==> config.mk <==
export PLATFORM = sky130hd
export DESIGN_NAME = bcd_alu8
export DESIGN_NICKNAME = d
export VERILOG_FILES = /design/src/rtl/bcd_alu_pkg.sv /design/src/rtl/alu_arith.sv /design/src/rtl/alu_decadj.sv /design/src/rtl/alu_bitops.sv /design/src/rtl/bcd_alu8.sv
export SDC_FILE = /design/constraint.sdc
export NUM_CORES = 1
export LEC_CHECK = 0
export BUFFER_PORTS_ARGS = -buffer_cell sky130_fd_sc_hd__clkbuf_2
export CAP_MARGIN = 10
export CORE_MARGIN = 4
export CORE_UTILIZATION = 55
export DETAILED_ROUTE_END_ITERATION = 8
export PLACE_DENSITY = 0.78
export SLEW_MARGIN = 15
export SYNTH_ARGS = -nofsm -noshare
export SYNTH_HDL_FRONTEND = slang
export SYNTH_SLANG_ARGS = --single-unit
==> constraint.sdc <==
create_clock -name vclk -period 6.8
set_clock_uncertainty 0.2 [all_clocks]
set_input_delay 0.34 -clock vclk [all_inputs]
set_output_delay 0.34 -clock vclk [all_outputs]
set_load 0.005 [all_outputs]
==> src/rtl/bcd_alu_pkg.sv <==
package bcd_alu_pkg;
    localparam int DATA_W = 8;
    localparam int NIB_W  = DATA_W / 2;

    typedef enum logic [3:0] {
        OP_ADD  = 4'd0,
        OP_ADDC = 4'd1,
        OP_SUBB = 4'd2,
        OP_DADJ = 4'd3,
        OP_AND  = 4'd4,
        OP_OR   = 4'd5,
        OP_XOR  = 4'd6,
        OP_NOT  = 4'd7,
        OP_ZERO = 4'd8,
        OP_ROL  = 4'd9,
        OP_ROLC = 4'd10,
        OP_ROR  = 4'd11,
        OP_RORC = 4'd12,
        OP_SWAP = 4'd13,
        OP_INC  = 4'd14,
        OP_DEC  = 4'd15
    } alu_op_e;
endpackage

==> src/rtl/alu_arith.sv <==
// Shared add/subtract carry chain with nibble, bit-6 and bit-7 carries.
module alu_arith #(
    parameter int W = 8
) (
    input  logic [W-1:0] a,
    input  logic [W-1:0] b,
    input  logic         sub,
    input  logic         cin,
    output logic [W-1:0] sum,
    output logic         c_out,
    output logic         ac_out,
    output logic         ov_out
);
    localparam int H = W / 2;

    logic [W-1:0] b_eff;
    logic         cin_eff;
    logic [H:0]   lo_sum;
    logic [W-1:0] low_sum;
    logic [W:0]   full_sum;
    logic         cy3, cy6, cy7;

    always_comb begin
        // Subtraction is a + ~b + ~borrow; carries become inverted borrows.
        b_eff    = sub ? ~b : b;
        cin_eff  = sub ? ~cin : cin;
        lo_sum   = {1'b0, a[H-1:0]} + {1'b0, b_eff[H-1:0]} + (H+1)'(cin_eff);
        low_sum  = {1'b0, a[W-2:0]} + {1'b0, b_eff[W-2:0]} + W'(cin_eff);
        full_sum = {1'b0, a} + {1'b0, b_eff} + (W+1)'(cin_eff);
        cy3      = lo_sum[H];
        cy6      = low_sum[W-1];
        cy7      = full_sum[W];
        sum      = full_sum[W-1:0];
        c_out    = sub ? ~cy7 : cy7;
        ac_out   = sub ? ~cy3 : cy3;
        ov_out   = cy6 ^ cy7;

        if (sub) begin
            p_sub_borrow_r4: assert (c_out == ({1'b0, a} < ({1'b0, b} + (W+1)'(cin))))
                else $error("borrow out of top bit wrong");
        end
    end
endmodule

==> src/rtl/alu_decadj.sv <==
// Two-step packed-BCD correction of a binary sum.
module alu_decadj #(
    parameter int W = 8
) (
    input  logic [W-1:0] a,
    input  logic         cin,
    input  logic         acin,
    output logic [W-1:0] res,
    output logic         c_out
);
    localparam int H = W / 2;

    logic         lo_fix, hi_fix, c_mid;
    logic [W:0]   step1;
    logic [W:0]   step2;

    always_comb begin
        lo_fix = acin | (a[H-1:0] > H'(9));
        step1  = {1'b0, a} + (lo_fix ? (W+1)'(6) : '0);
        c_mid  = cin | step1[W];
        hi_fix = c_mid | (step1[W-1:H] > (W-H)'(9));
        step2  = {1'b0, step1[W-1:0]} + (hi_fix ? (W+1)'(6) << H : '0);
        res    = step2[W-1:0];
        c_out  = c_mid | step2[W];
    end
endmodule

==> src/rtl/alu_bitops.sv <==
// Logic, rotate, swap, increment and decrement leg.
module alu_bitops
    import bcd_alu_pkg::*;
#(
    parameter int W = 8
) (
    input  logic [W-1:0] a,
    input  logic [W-1:0] b,
    input  alu_op_e      op,
    input  logic         cin,
    output logic [W-1:0] res,
    output logic         c_out
);
    localparam int H = W / 2;

    logic [W-1:0] swapped;

    generate
        for (genvar i = 0; i < H; i++) begin : g_swap
            assign swapped[i]     = a[i + H];
            assign swapped[i + H] = a[i];
        end
    endgenerate

    always_comb begin
        res   = a;
        c_out = cin;
        unique case (op)
            OP_AND:  res = a & b;
            OP_OR:   res = a | b;
            OP_XOR:  res = a ^ b;
            OP_NOT:  res = ~a;
            OP_ZERO: res = '0;
            OP_ROL:  res = {a[W-2:0], a[W-1]};
            OP_ROLC: begin
                res   = {a[W-2:0], cin};
                c_out = a[W-1];
            end
            OP_ROR:  res = {a[0], a[W-1:1]};
            OP_RORC: begin
                res   = {cin, a[W-1:1]};
                c_out = a[0];
            end
            OP_SWAP: res = swapped;
            OP_INC:  res = a + W'(1);
            OP_DEC:  res = a - W'(1);
            default: res = a;
        endcase
    end
endmodule

==> src/rtl/bcd_alu8.sv <==
module bcd_alu8
    import bcd_alu_pkg::*;
(
    input  logic [DATA_W-1:0] acc_i,
    input  logic [DATA_W-1:0] opnd_i,
    input  logic [3:0]        op_i,
    input  logic              c_i,
    input  logic              ac_i,
    output logic [DATA_W-1:0] res_o,
    output logic              c_o,
    output logic              ac_o,
    output logic              ov_o,
    output logic              c_we_o,
    output logic              ac_we_o,
    output logic              ov_we_o
);
    alu_op_e           op;
    logic              ar_sub, ar_cin;
    logic [DATA_W-1:0] ar_sum, da_res, bo_res;
    logic              ar_c, ar_ac, ar_ov, da_c, bo_c;

    assign op     = alu_op_e'(op_i);
    assign ar_sub = (op == OP_SUBB);
    assign ar_cin = (op == OP_ADD) ? 1'b0 : c_i;

    alu_arith #(.W(DATA_W)) arith_i (
        .a(acc_i), .b(opnd_i), .sub(ar_sub), .cin(ar_cin),
        .sum(ar_sum), .c_out(ar_c), .ac_out(ar_ac), .ov_out(ar_ov)
    );

    alu_decadj #(.W(DATA_W)) decadj_i (
        .a(acc_i), .cin(c_i), .acin(ac_i), .res(da_res), .c_out(da_c)
    );

    alu_bitops #(.W(DATA_W)) bitops_i (
        .a(acc_i), .b(opnd_i), .op(op), .cin(c_i), .res(bo_res), .c_out(bo_c)
    );

    always_comb begin
        res_o   = bo_res;
        c_o     = c_i;
        ac_o    = ac_i;
        ov_o    = 1'b0;
        c_we_o  = 1'b0;
        ac_we_o = 1'b0;
        ov_we_o = 1'b0;
        unique case (op)
            OP_ADD, OP_ADDC, OP_SUBB: begin
                res_o   = ar_sum;
                c_o     = ar_c;
                ac_o    = ar_ac;
                ov_o    = ar_ov;
                c_we_o  = 1'b1;
                ac_we_o = 1'b1;
                ov_we_o = 1'b1;
            end
            OP_DADJ: begin
                res_o  = da_res;
                c_o    = da_c;
                c_we_o = 1'b1;
            end
            OP_ROLC, OP_RORC: begin
                c_o    = bo_c;
                c_we_o = 1'b1;
            end
            default: ;
        endcase

        if (op == OP_ADD) begin
            p_add_sum_r1: assert ({c_o, res_o} == ({1'b0, acc_i} + {1'b0, opnd_i}))
                else $error("plain add result or carry wrong");
        end
        if (op == OP_DADJ && c_i) begin
            p_dadj_keeps_carry_r5: assert (c_o)
                else $error("decimal adjust dropped incoming carry");
        end
        if (op inside {OP_AND, OP_OR, OP_XOR, OP_NOT, OP_ZERO, OP_SWAP,
                       OP_ROL, OP_ROR, OP_INC, OP_DEC}) begin
            p_no_flag_write_r6: assert (!c_we_o && !ac_we_o && !ov_we_o
                                        && c_o == c_i && ac_o == ac_i)
                else $error("flag touched by a non-flag operation");
        end
        if (op == OP_INC && acc_i == '1) begin
            p_inc_wrap_r10: assert (res_o == '0)
                else $error("increment did not wrap");
        end
        p_ov_only_arith_r3: assert (!ov_o || ov_we_o)
            else $error("overflow asserted without write");
    end
endmodule

# Word level (Yosys, flattened, before mapping)

Cells that the tools add are included.

Reduce and logical (&&, ||, !) cells: 4
Equality and inequality tests: 15
Mux-type cells: 15
Magnitude comparators: 2
Add/sub/neg operators: 10
Bitwise logic cells: 13

Operators with widths:

| operator                                                               | number |
|---|---|
| 8-bit case mux with 12 select lines                                    | 1 |
| 4-bit equality test (second input constant)                            | 8 |
| 8-bit by 9-bit adder with 9-bit output                                 | 2 |
| 4-bit by 3-bit equality test with 1-bit output (second input constant) | 4 |
| 8-bit NOT                                                              | 2 |
| 8-bit case mux with 2 select lines                                     | 1 |
| 8-bit by 8-bit adder with 9-bit output                                 | 1 |
| 9-bit by 1-bit adder with 9-bit output                                 | 1 |
| 7-bit by 7-bit adder with 8-bit output                                 | 1 |
| 8-bit by 1-bit adder with 8-bit output                                 | 1 |
| 8-bit by 1-bit adder with 8-bit output (second input constant)         | 1 |
| 8-bit bitwise AND                                                      | 1 |
| 4-bit by 2-bit equality test with 1-bit output (second input constant) | 2 |
| 4-bit greater-than comparator (second input constant)                  | 2 |
| 1-bit two-way mux                                                      | 8 |
| 8-bit two-way mux                                                      | 1 |
| 8-bit OR                                                               | 1 |
| 8-bit by 1-bit subtractor with 8-bit output (second input constant)    | 1 |
| 8-bit bitwise XOR                                                      | 1 |
| 7-bit two-way mux                                                      | 1 |
| 6-bit OR reduction                                                     | 1 |
| 4-bit by 4-bit adder with 5-bit output                                 | 1 |
| 5-bit by 1-bit adder with 5-bit output                                 | 1 |
| 4-bit by 1-bit equality test with 1-bit output (second input constant) | 1 |
| 9 further kinds                                                        | 14 |

Flip-flop bits (word level): 0
Logic and storage cells: 59
Bits of input ports: 22
Output and inout port bits: 14

# Depth between registers and ports, before layout

Gate-level depths: netlist (run 1).

Depth after elaboration: 10
Depth in mapped cells: 16
Mapped depth without buffers: 15

# Hierarchy

From an unflattened synthesis (run 1), not the netlist that was laid out.

Cells, all modules: 337
Area, all modules: 2456.1 µm²

Modules (own cells, without submodules):

| module     | times used | area each (µm²) | cells an instance | sequential area each (µm²) |
|---|---|---|---|---|
| alu_bitops | 1          | 1401.3          | 203               | 0.0 |
| alu_arith  | 1          | 444.2           | 54                | 0.0 |
| bcd_alu8   | 1          | 341.6           | 47                | 0.0 |
| alu_decadj | 1          | 269.0           | 33                | 0.0 |

# Least setup slack after synthesis (run 1)

Ideal clock, no wire load.

Kind: input-to-output
Start: input op_i[2]
End: output c_o
Cell stages on the path: 11
Path buffers: 1
Data required time: 6260 ps
Arrival: 3258 ps
Path slack: 3002 ps
Cells stage by stage: or2_2 > clkbuf_1 > nor2_2 > xnor2_1 > fa_1 > fa_1 > a211oi_1 > o21ai_0 > and3_1 > a311o_1 > a21oi_1

Cells in the longest elaborated chain, start to end: 8
Elaborated cells on any way between the ends: 18
Those cells by class: 2 x add/sub; 5 x eq/ne; 6 x mux; 2 x bitwise; 3 x reduce/logical

Ends and longest elaborated chain:

| element                                                                        | line           | RTL |
|---|---|---|
| start: declaration                                                             | bcd_alu8.sv:6  | `input logic [3:0] op_i,` |
| branches (longest 7 deep; another with 8-bit by 8-bit adder with 9-bit output) | n/a            |  |
| 1-bit case mux with 3 select lines *                                           | bcd_alu8.sv:47 | `unique case (op)` |
| end: declaration                                                               | bcd_alu8.sv:10 | `output logic c_o,` |

Every way passes the cells marked *.

# Worst setup path in the final report (run 1)

Start: input op_i[3]
End: output c_o

Same word-level chain as after synthesis.

==> results of run 1 <==
-- synthesized netlist by cell type (all sizes together) (5+ instances only) --
cell type  count
a22o           5
nor2          20
o22ai          7
and2           5
a21oi         16
a211oi         7
mux2i         11
a22oi          5
a21o           7
buf           11
nand2         19
nand2b         8
inv           26
a32oi          6
o21ai         19
nor3           5
ha            33
a221oi         5
nand3         10
nor2b          6
xnor2         15
-- routing by layer --
layer	wire length, microns	track usage, %
met1	2850	36.9
met2	3040	41.5
met3	678	3.84
met4	175	6.68
met5	0	0
-- layout make-up --
cell class / instances / area (sq um) / area share (%)
Multi-Input combinational cell: 261 / 1990 / 85.5
Tap cell: 48 / 60.1 / 2.58
Inverter: 26 / 97.6 / 4.19
Timing Repair Buffer: 36 / 180 / 7.74
-- critical path, stage by stage --
cell and delay [ns]:
clkbuf_2 0.28, or2_2 0.45, nor2_2 0.43, xnor2_1 0.16, fa_1 0.46, fa_1 0.44, a211oi_1 0.27, o21ai_0 0.19
and3_1 0.21, a311o_1 0.37, a21oi_1 0.16, clkbuf_2 0.13
-- through the flow --
step | hold WS (ns) | power, uW
2_1_floorplan | 0.585 | 128
3_3_place_gp | 0.852 | 178
3_5_place_dp | 0.840 | 179
4_1_cts | 0.843 | 181
5_1_grt | 0.871 | 204
6_report | 0.856 | 184
-- report_power, final --
group / switching [uW] / total (uW) / internal (uW)
Sequential: 0 / 0 / 0
Clock: 0 / 0 / 0
Combinational: 107 / 184 / 76.9
Total: 107 / 184 / 76.9
-- cell families after synthesis --
logic type	Yosys count	synth area share [%]
compound gates	107	34.9
xor+xnor	18	7.27
fa+ha+maj	37	22.7
buf+inv	41	8.19
mux	13	6.64
simple gates	86	20.3
-- final timing paths --
check / startpoint / to / slack (ns) / cells past startpoint
worst max-delay path: op_i[3] / c_o / 2.37 / 12
worst min-delay path: ac_i / ac_o / 0.86 / 4
==> results.txt, run 1 <==
The final count of pins violating max slew came out at 0. In this run, placement finished with an instance count of approximately 370. The share of the synthesized area in the top cell type came out at about a fifth. The final weighted congestion of routability-driven global placement is 0.993.

Summed over all layers, the global routing overflow is 0. The vertical die dimension is 70.8 microns. The data arrival time of the critical path came out at 3.89 ns. Setup repair after global routing left no endpoint under its margin. The final-report hold violation count came to 0.

The global routing usage summed across all routing layers came out at 26.1%. Leaving out fill and tap cells, the most frequent cell in the layout is clkbuf_2. The post-cts resize count is 0. The number of DRC markers in iteration 0 came out at 342. Fill cells in the final layout number between 300 and 400. The placed instances occupy a cell area of 2330 sq um. In this run the worst hold path is classified as primary input to output pin. The share of synthesized area occupied by flip-flops and latches came out at 0%. The DRC violations left is 0. The achievable clock frequency is 226 MHz. The half-perimeter wire length after detailed placement came out at 5.25 mm. Across the whole layout, storage elements account for 0 sq um. The average wire per standard cell is 18.2 microns. The number of sequential cells came out at 0. Synthesis produced a netlist whose cell count is 302.

For this design the top-level I/O count stands at 36. The count of endpoints failing setup in the final report is 0. The maximum fanout along the worst path is 26.

The number of unique standard cell types used by synthesis is 56. The area of all placed cells without fillers is 2330 sq um. Cells with a size suffix above 1 make up 13.3% of the layout.

The count of clock buffers in the final design came out at 0. The critical path in this run is classified as primary input to output pin. STA classifies the critical path startpoint as a primary input.

The maximum vdd drop came out at 0.0000386 V. For the pin with the worst max-slew slack, the measured transition is 0.574 ns. Excluding fillers, the count of instances in the completed layout stands at ~370. During synthesis, Yosys emitted a total of 0 warnings. The vias per cell is ~6.7.

A synthesized cell averages 7.18 sq um. The time the final worst path needs with I/O delays and setup came out at 4.43 ns. After layout, the worst path uses 65.2% of the clock period.

The pin count of the biggest net entering global routing came out at 30. The post-synthesis cell area came out at approximately 2200 sq um. The number of buffers inserted by port buffering came out at 36. By area the synthesized netlist is led by ha_1, xnor2_1, mux2i_1. The detail route stage leaves a number of antenna-violating nets equal to 0.

Once the clock tree was built, the setup fixing pass inserted 0 buffers. The number of hold buffers added after cts came out at 0. The worst setup path is captured at an output pin.

The row count came out at 22. For this run, the post-layout net count is 384. The placeable core region is 3740 sq um.

The flow ran to the end, and the final reports show no timing, DRC or antenna violations. The post-layout utilization of the core came out at 62.2%. The biggest area consumer among synthesized cells is ha_1. Relative to the synthesized area, the layout overhead comes to 7.39%. In this run the tightest slew margin relative to its limit is 61.6%. The slack of the critical path came out at 2.37 ns. The first-pass GRT wire length is 10.9 mm.

The required arrival time at the worst endpoint is ~6.3 ns. The standby leakage power came out at 0.00112 uW. The power density over the cells is ~79 nW/um^2. The sum of negative setup slack is 0 ns. Summed over all layers, the routed wires come to 6.74 mm. The via count of the first global-routing pass was 2237. The floorplan die area is 5010 sq um.

The initial antenna violation count is 0. The final route contains between 2000 and 2500 vias. The worst setup timing slack at the placement stage is between 2 and 2.5 ns. The first detailed-routing pass took 5 iterations. In the layout the commonest cells are clkbuf_2, ha_1, inv_1. The number of diodes is 0. Once the floorplan was initialized, standard cells occupied 57.9% of the core.

When the netlist entered floorplanning its net count stood at 361. The die boundary width came out at 70.8 microns. The number of maximum-capacitance constraint violations is 0.
Note: power is estimated with default switching activity, not from simulation.
==> run 2, diff against run 1 <==
--- a/config.mk
+++ b/config.mk
@@ -10,7 +10,7 @@
 export CORE_MARGIN = 4
 export CORE_UTILIZATION = 55
 export DETAILED_ROUTE_END_ITERATION = 8
-export PLACE_DENSITY = 0.78
+export PLACE_DENSITY = 0.81
 export SLEW_MARGIN = 15
 export SYNTH_ARGS = -nofsm -noshare
 export SYNTH_HDL_FRONTEND = slang
==> constraint.sdc (replaced) <==
create_clock -name vclk -period 3.9
set_clock_uncertainty 0.2 [all_clocks]
set_input_delay 0.195 -clock vclk [all_inputs]
set_output_delay 0.195 -clock vclk [all_outputs]
set_load 0.005 [all_outputs]
==> run 2 against run 1 <==
Final area rose by 2.6%. Core utilization increased by 1.6 points. Worst setup slack got worse by 2.0 ns. Global-route usage is 0.61 points higher. Via count increased by 1.8%. Sequential cell count unchanged. Total power up 78%. Routed wire length rose by 2.5%.
==> results.txt, run 2 (synthesis results as in run 1) <==
The number of diodes came out at 0. In this run the standard cell core region covers around 3700 sq um. The vertical die dimension is 70.8 microns. The final period utilization is 91.0%. The row count came out at 22. Setup total negative slack on the finished layout was measured at 0 ns.

The longest individual stage delay on the worst path is approximately 0.46 ns. The share of cells above drive strength 1 is 15.4%. The first-pass GRT wire length is 11.2 mm. The final wirelength is 6.91 mm. The vias per cell is between 6 and 7. Sequential cells placed in the final layout were counted as 0. In this run the worst setup path terminates at c_o.

The floorplan die area came out at 5010 sq um. For the pin with the worst max-slew slack, the measured transition is 0.549 ns. The count of endpoints failing setup in the final report is 0.

The post-cts resize count is 0. The maximum vdd drop came out at 0.0000778 V. The number of hold buffers added after cts came out at 0.

Routability-driven placement finished with a final weighted congestion of 1.03. Traced cell by cell, the critical path runs through clkbuf_2 -> or2_2 -> nor2_2 -> xnor2_1 -> fa_1 -> fa_1 -> a211oi_1 -> o21ai_0 -> and3_1 -> a311o_1 -> a21oi_1 -> clkbuf_2. The standby leakage power came out at 0.00115 uW.

The worst setup path is launched from a primary input. The via count of the first global-routing pass was around 2400. The starting utilization of the core area came out at between 50% and 60%.

The die boundary width came out at 70.8 microns. The via count of the routed design came out at 2543. The data arrival time of the critical path is 3.15 ns.

In the layout the commonest cells are clkbuf_2, ha_1, inv_1. The non-filler instance count after layout is 379. The pin count of the biggest net entering global routing came out at 26. In the final layout, flip-flops and latches occupy 0 sq um. The largest individual stage delay along the critical path comes from the cell fa_1. The number of maximum-capacitance constraint violations is 0. The DRC violations left came out at 0. The number of nets with antenna violations after routing came out at 0. The required arrival time at the worst endpoint is around 3.5 ns. The final count of pins violating max slew is 0. The critical path is of the primary input to output pin type. Leaving out fill and tap cells, the most frequent cell in the layout is clkbuf_2.

The first-pass iteration count of the detailed router came out at 5. The top-level I/O count came out at 36. The half-perimeter wire length after detailed placement came out at 5.41 mm. Setup repair after global routing left no endpoint under its margin.

The global routing usage summed across all routing layers is 26.7%. In this run the power density over the cells is 138 nW/um^2. The post-layout utilization of the core is between 60% and 70%. The initial antenna violation count was 0. Summing all multi-input logic gate instances after layout gives roughly 2000 sq um.

The launch point of the worst path is op_i[2]. The final-report hold violation count is 0. Relative to the synthesized area, the layout overhead comes to 10.2%. The remaining max-slew budget at the tightest pin came out at 63.3%. The number of buffers inserted by port buffering is 36. The achievable clock frequency is 282 MHz. The path class of the tightest hold or removal check is primary input to output pin. The layout has 0 clock buffers. The maximum fanout along the worst path came out at 9.

The final layout contains 392 nets. The number of filler instances in the final layout came out at approximately 360. The total congestion overflow came out at 0. Subtracting the final worst setup slack from the clock period gives 3.55 ns. The cell total after placement came out at 379. The run finished with clean final reports. STA classifies the critical path endpoint as an output pin. In the final routed layout, each cell accounts on average for 18.2 microns.

The number of DRC markers in iteration 0 is 395. The buffer count from post-CTS setup fixing is 0.
-- run 2: stage by stage --
| stage | hold WS, ns | power, uW | setup WS [ns] | instance area (sq um) |
|---|---|---|---|---|
| 2_1_floorplan | 0.295 | 223 | 0.392 | 2170 |
| 3_5_place_dp | 0.558 | 320 | 0.389 | 2390 |
| 5_1_grt | 0.592 | 363 | 0.153 | 2390 |
| 3_3_place_gp | 0.565 | 314 | 0.458 | 2390 |
| 6_report | 0.573 | 329 | 0.352 | 2390 |
| 4_1_cts | 0.559 | 323 | 0.368 | 2390 |
-- run 2: final cells by class --
cell class,count,share of cell area (%)
inverter,26,4.09
timing repair buffer,44,10.1
tap,48,2.51
multi-input combinational,261,83.3
-- run 2: how the worst min path moves through the flow --
| stage | start | endpoint | slack (ns) | cells after the start |
|---|---|---|---|---|
| 2_1_floorplan | acc_i[4] | res_o[3] | 0.30 | 1 |
| 3_3_place_gp | ac_i | ac_o | 0.57 | 4 |
| 3_5_place_dp | ac_i | ac_o | 0.56 | 4 |
| 4_1_cts | ac_i | ac_o | 0.56 | 4 |
| 5_1_grt | ac_i | ac_o | 0.59 | 4 |
| 6_report | ac_i | ac_o | 0.57 | 4 |
-- run 2: critical path, delay by kind of cell --
| kind | cells | cell delay, ns |
|---|---|---|
| AO/OA/AOI/OAI | 4 | 0.97 |
| XOR/XNOR | 1 | 0.09 |
| adder cells (fa/ha/maj) | 2 | 0.92 |
| buffers and inverters | 2 | 0.21 |
| AND/OR/NAND/NOR | 3 | 0.76 |
-- run 2: metal layers --
| layer | global-route usage [%] | vias up | routed length, microns |
|---|---|---|---|
| met4 | 6.47 | 0 | 250 |
| met1 | 36.6 | 1146 | 2910 |
| met3 | 1.99 | 28 | 656 |
| li1 | - | 1199 | - |
| met5 | 0 | - | 0 |
| met2 | 45.5 | 170 | 3090 |
-- run 2: power by group --
| part | switching (uW) | internal [uW] | total (uW) |
|---|---|---|---|
| combinational | 189 | 140 | 329 |
| sequential | 0 | 0 | 0 |
| clock | 0 | 0 | 0 |
| total | 189 | 140 | 329 |
==> run 3, diff against run 2 <==
--- a/config.mk
+++ b/config.mk
@@ -10,7 +10,7 @@
 export CORE_MARGIN = 4
 export CORE_UTILIZATION = 55
 export DETAILED_ROUTE_END_ITERATION = 8
-export PLACE_DENSITY = 0.81
+export PLACE_DENSITY = 0.78
 export SLEW_MARGIN = 15
 export SYNTH_ARGS = -nofsm -noshare
 export SYNTH_HDL_FRONTEND = slang
==> constraint.sdc (replaced) <==
create_clock -name vclk -period 3.6
set_clock_uncertainty 0.2 [all_clocks]
set_input_delay 0.18 -clock vclk [all_inputs]
set_output_delay 0.18 -clock vclk [all_outputs]
set_load 0.005 [all_outputs]
==> run 3 against run 2 <==
Combinational power up 9.7%. Core utilization grew 1.0 points. Count of clock-buffer cells in the layout unchanged. Critical endpoint unchanged. Largest cell class unchanged. Largest power group unchanged. Highest routed layer unchanged.
==> results.txt, run 3 (synthesis results as in run 1) <==
The run finished with clean final reports. The global routing usage summed across all routing layers came out at 27.4%. The number of sequential cells came out at 0.

The standby leakage power is 0.00117 uW. The pin count of the biggest net entering global routing came out at 26. The number of buffers and inverters on the critical path is 2. The power density over the cells is 149 nW/um^2. The cell family contributing the most delay on the critical path is adder cells. The final period utilization came out at 95.2%.

The maximum fanout along the worst path came out at 9. For this configuration, the core starts out at a cell density of 57.9%. The first-pass GRT wire length came out at about 11 mm.

The row count came out at 22. The vertical die dimension is about 71 microns. The DRC violations left is 0. The largest single stage delay on the critical path is 0.45 ns. The final count of pins violating max slew is 0. In the routed layout, each cell is associated on average with a via count of 6.66. The number of maximum-capacitance constraint violations is 0. The initial antenna violation count came to 0. The time the final worst path needs with I/O delays and setup came out at 3.43 ns. The non-filler instance count after layout is 383. In the post-route analysis, the smallest setup slack over all paths is 0.174 ns. The most critical setup path has its startpoint at op_i[2]. The share of cells above drive strength 1 is 17.0%. The number of buffers inserted by port buffering is 36.

The total congestion overflow is 0. The number of nets with antenna violations after routing is 0. The die covers 5010 sq um. The achievable clock frequency came out at roughly 290 MHz. The signal on the critical path passes through clkbuf_2 -> or2_2 -> nor2_2 -> xnor2_1 -> fa_1 -> fa_1 -> a211oi_2 -> o21ai_0 -> and3_1 -> a311o_1 -> a21oi_1 -> clkbuf_2. The first-pass iteration count of the detailed router came out at 5.

The half-perimeter wire length after detailed placement is 5.48 mm. Timing analysis after detailed placement gives a worst setup slack of ~0.14 ns. The area growth from synthesis to layout came out at 11.9%. The routed design has 6.94 mm of wire.

By startpoint and endpoint, the worst setup path is classified as primary input to output pin. The number of diodes is 0. The floorplan step defined a core boundary enclosing about 3700 sq um.

Setup repair after global routing could not meet its margin everywhere. The worst setup path is launched from a primary input. The top-level I/O count is 36. The number of filler instances in the final layout is slightly below 400.

Data on the critical path arrives at its endpoint at 3.05 ns. The via count of the first global-routing pass came to 2365. The via count of the routed design came out at 2550. The number of DRC markers in iteration 0 came out at 251. The transition time of the tightest slew-check pin is 0.564 ns. After detailed routing, the average wire length per cell comes to 18.1 microns. Following the worst setup path forward leads to its endpoint at c_o. For the worst setup path, the data required time is 3.22 ns.

In this run, placement finished with an instance count of 383. Leaving out fill and tap cells, the most frequent cells in the layout are clkbuf_2, ha_1, inv_1. In this run the number of cells on the critical path is 12. The sum of negative setup slack is 0 ns. For this design, the slowest cell found on the critical path is fa_1. The library cell used most frequently in the layout, excluding fill and tap cells, is clkbuf_2.

The die boundary width is 70.8 microns. Across the whole layout, storage elements account for 0 sq um. STA classifies the critical path endpoint as an output pin. The number of nets in the finished design came out at roughly 400. The path type of the worst min-delay path is primary input to output pin. The worst pin sits at a relative slew slack of between 60 and 70%. The maximum vdd drop came out at 0.0000655 V. The final weighted congestion of routability-driven global placement came out at 1.03. The count of clock buffers in the final design came out at 0. The count of endpoints failing setup in the final report is 0.

The final-report hold violation count came out at 0.
run 3: cell types whose count changed in the layout (fill, tap and decap cells not counted), sizes merged:
cell | previous run | this run
buf | 8 | 12
run 3: report_power, final:
group | switching, uW | internal, uW | total (uW)
clock network | 0 | 0 | 0
registers | 0 | 0 | 0
logic | 205 | 155 | 361
run 3: cell type report:
cell class                 instances  area, sq um  share of cell area [%]
timing repair buffer              48          270                    11.1
tap                               48         60.1                    2.48
multi-input combinational        261         2000                    82.4
inverter                          26         97.6                    4.02
run 3: worst min path at each step:
stage                        start       end  slack [ns]  cells after the start
after floorplan           acc_i[4]  res_o[3]        0.27                      1
after global placement        ac_i      ac_o        0.50                      4
after detailed placement      ac_i      ac_o        0.50                      4
after CTS                     ac_i      ac_o        0.50                      4
after global routing          ac_i      ac_o        0.55                      4
final                         ac_i      ac_o        0.49                      4
run 3: through the flow:
stage | total power (uW) | utilization, % | hold WS (ns) | area [sq um]
after floorplan | 242 | - | 0.265 | 2170
after global placement | 346 | 64.6 | 0.495 | 2420
after detailed placement | 351 | 64.6 | 0.495 | 2420
after CTS | 353 | 64.6 | 0.499 | 2420
after global routing | 399 | 64.8 | 0.550 | 2430
final | 361 | 64.8 | 0.488 | 2430
run 3: timing repair:
action / in CTS / in global routing
hold buffers: 0 / 0
resized for setup: 0 / 2
endpoints found under the setup margin: 0 / 2
setup buffers: 0 / 0
run 3: routing by layer:
metal  global-route usage (%)  part of all wire, %  vias up  wire (microns)
met5                        0                    0        -               0
met1                     39.3                   43     1178            3010
met2                     45.3                   46      144            3190
met4                     6.05                  2.6        0             183
li1                         -                    -     1205               -
met3                     1.28                  8.2       23             566
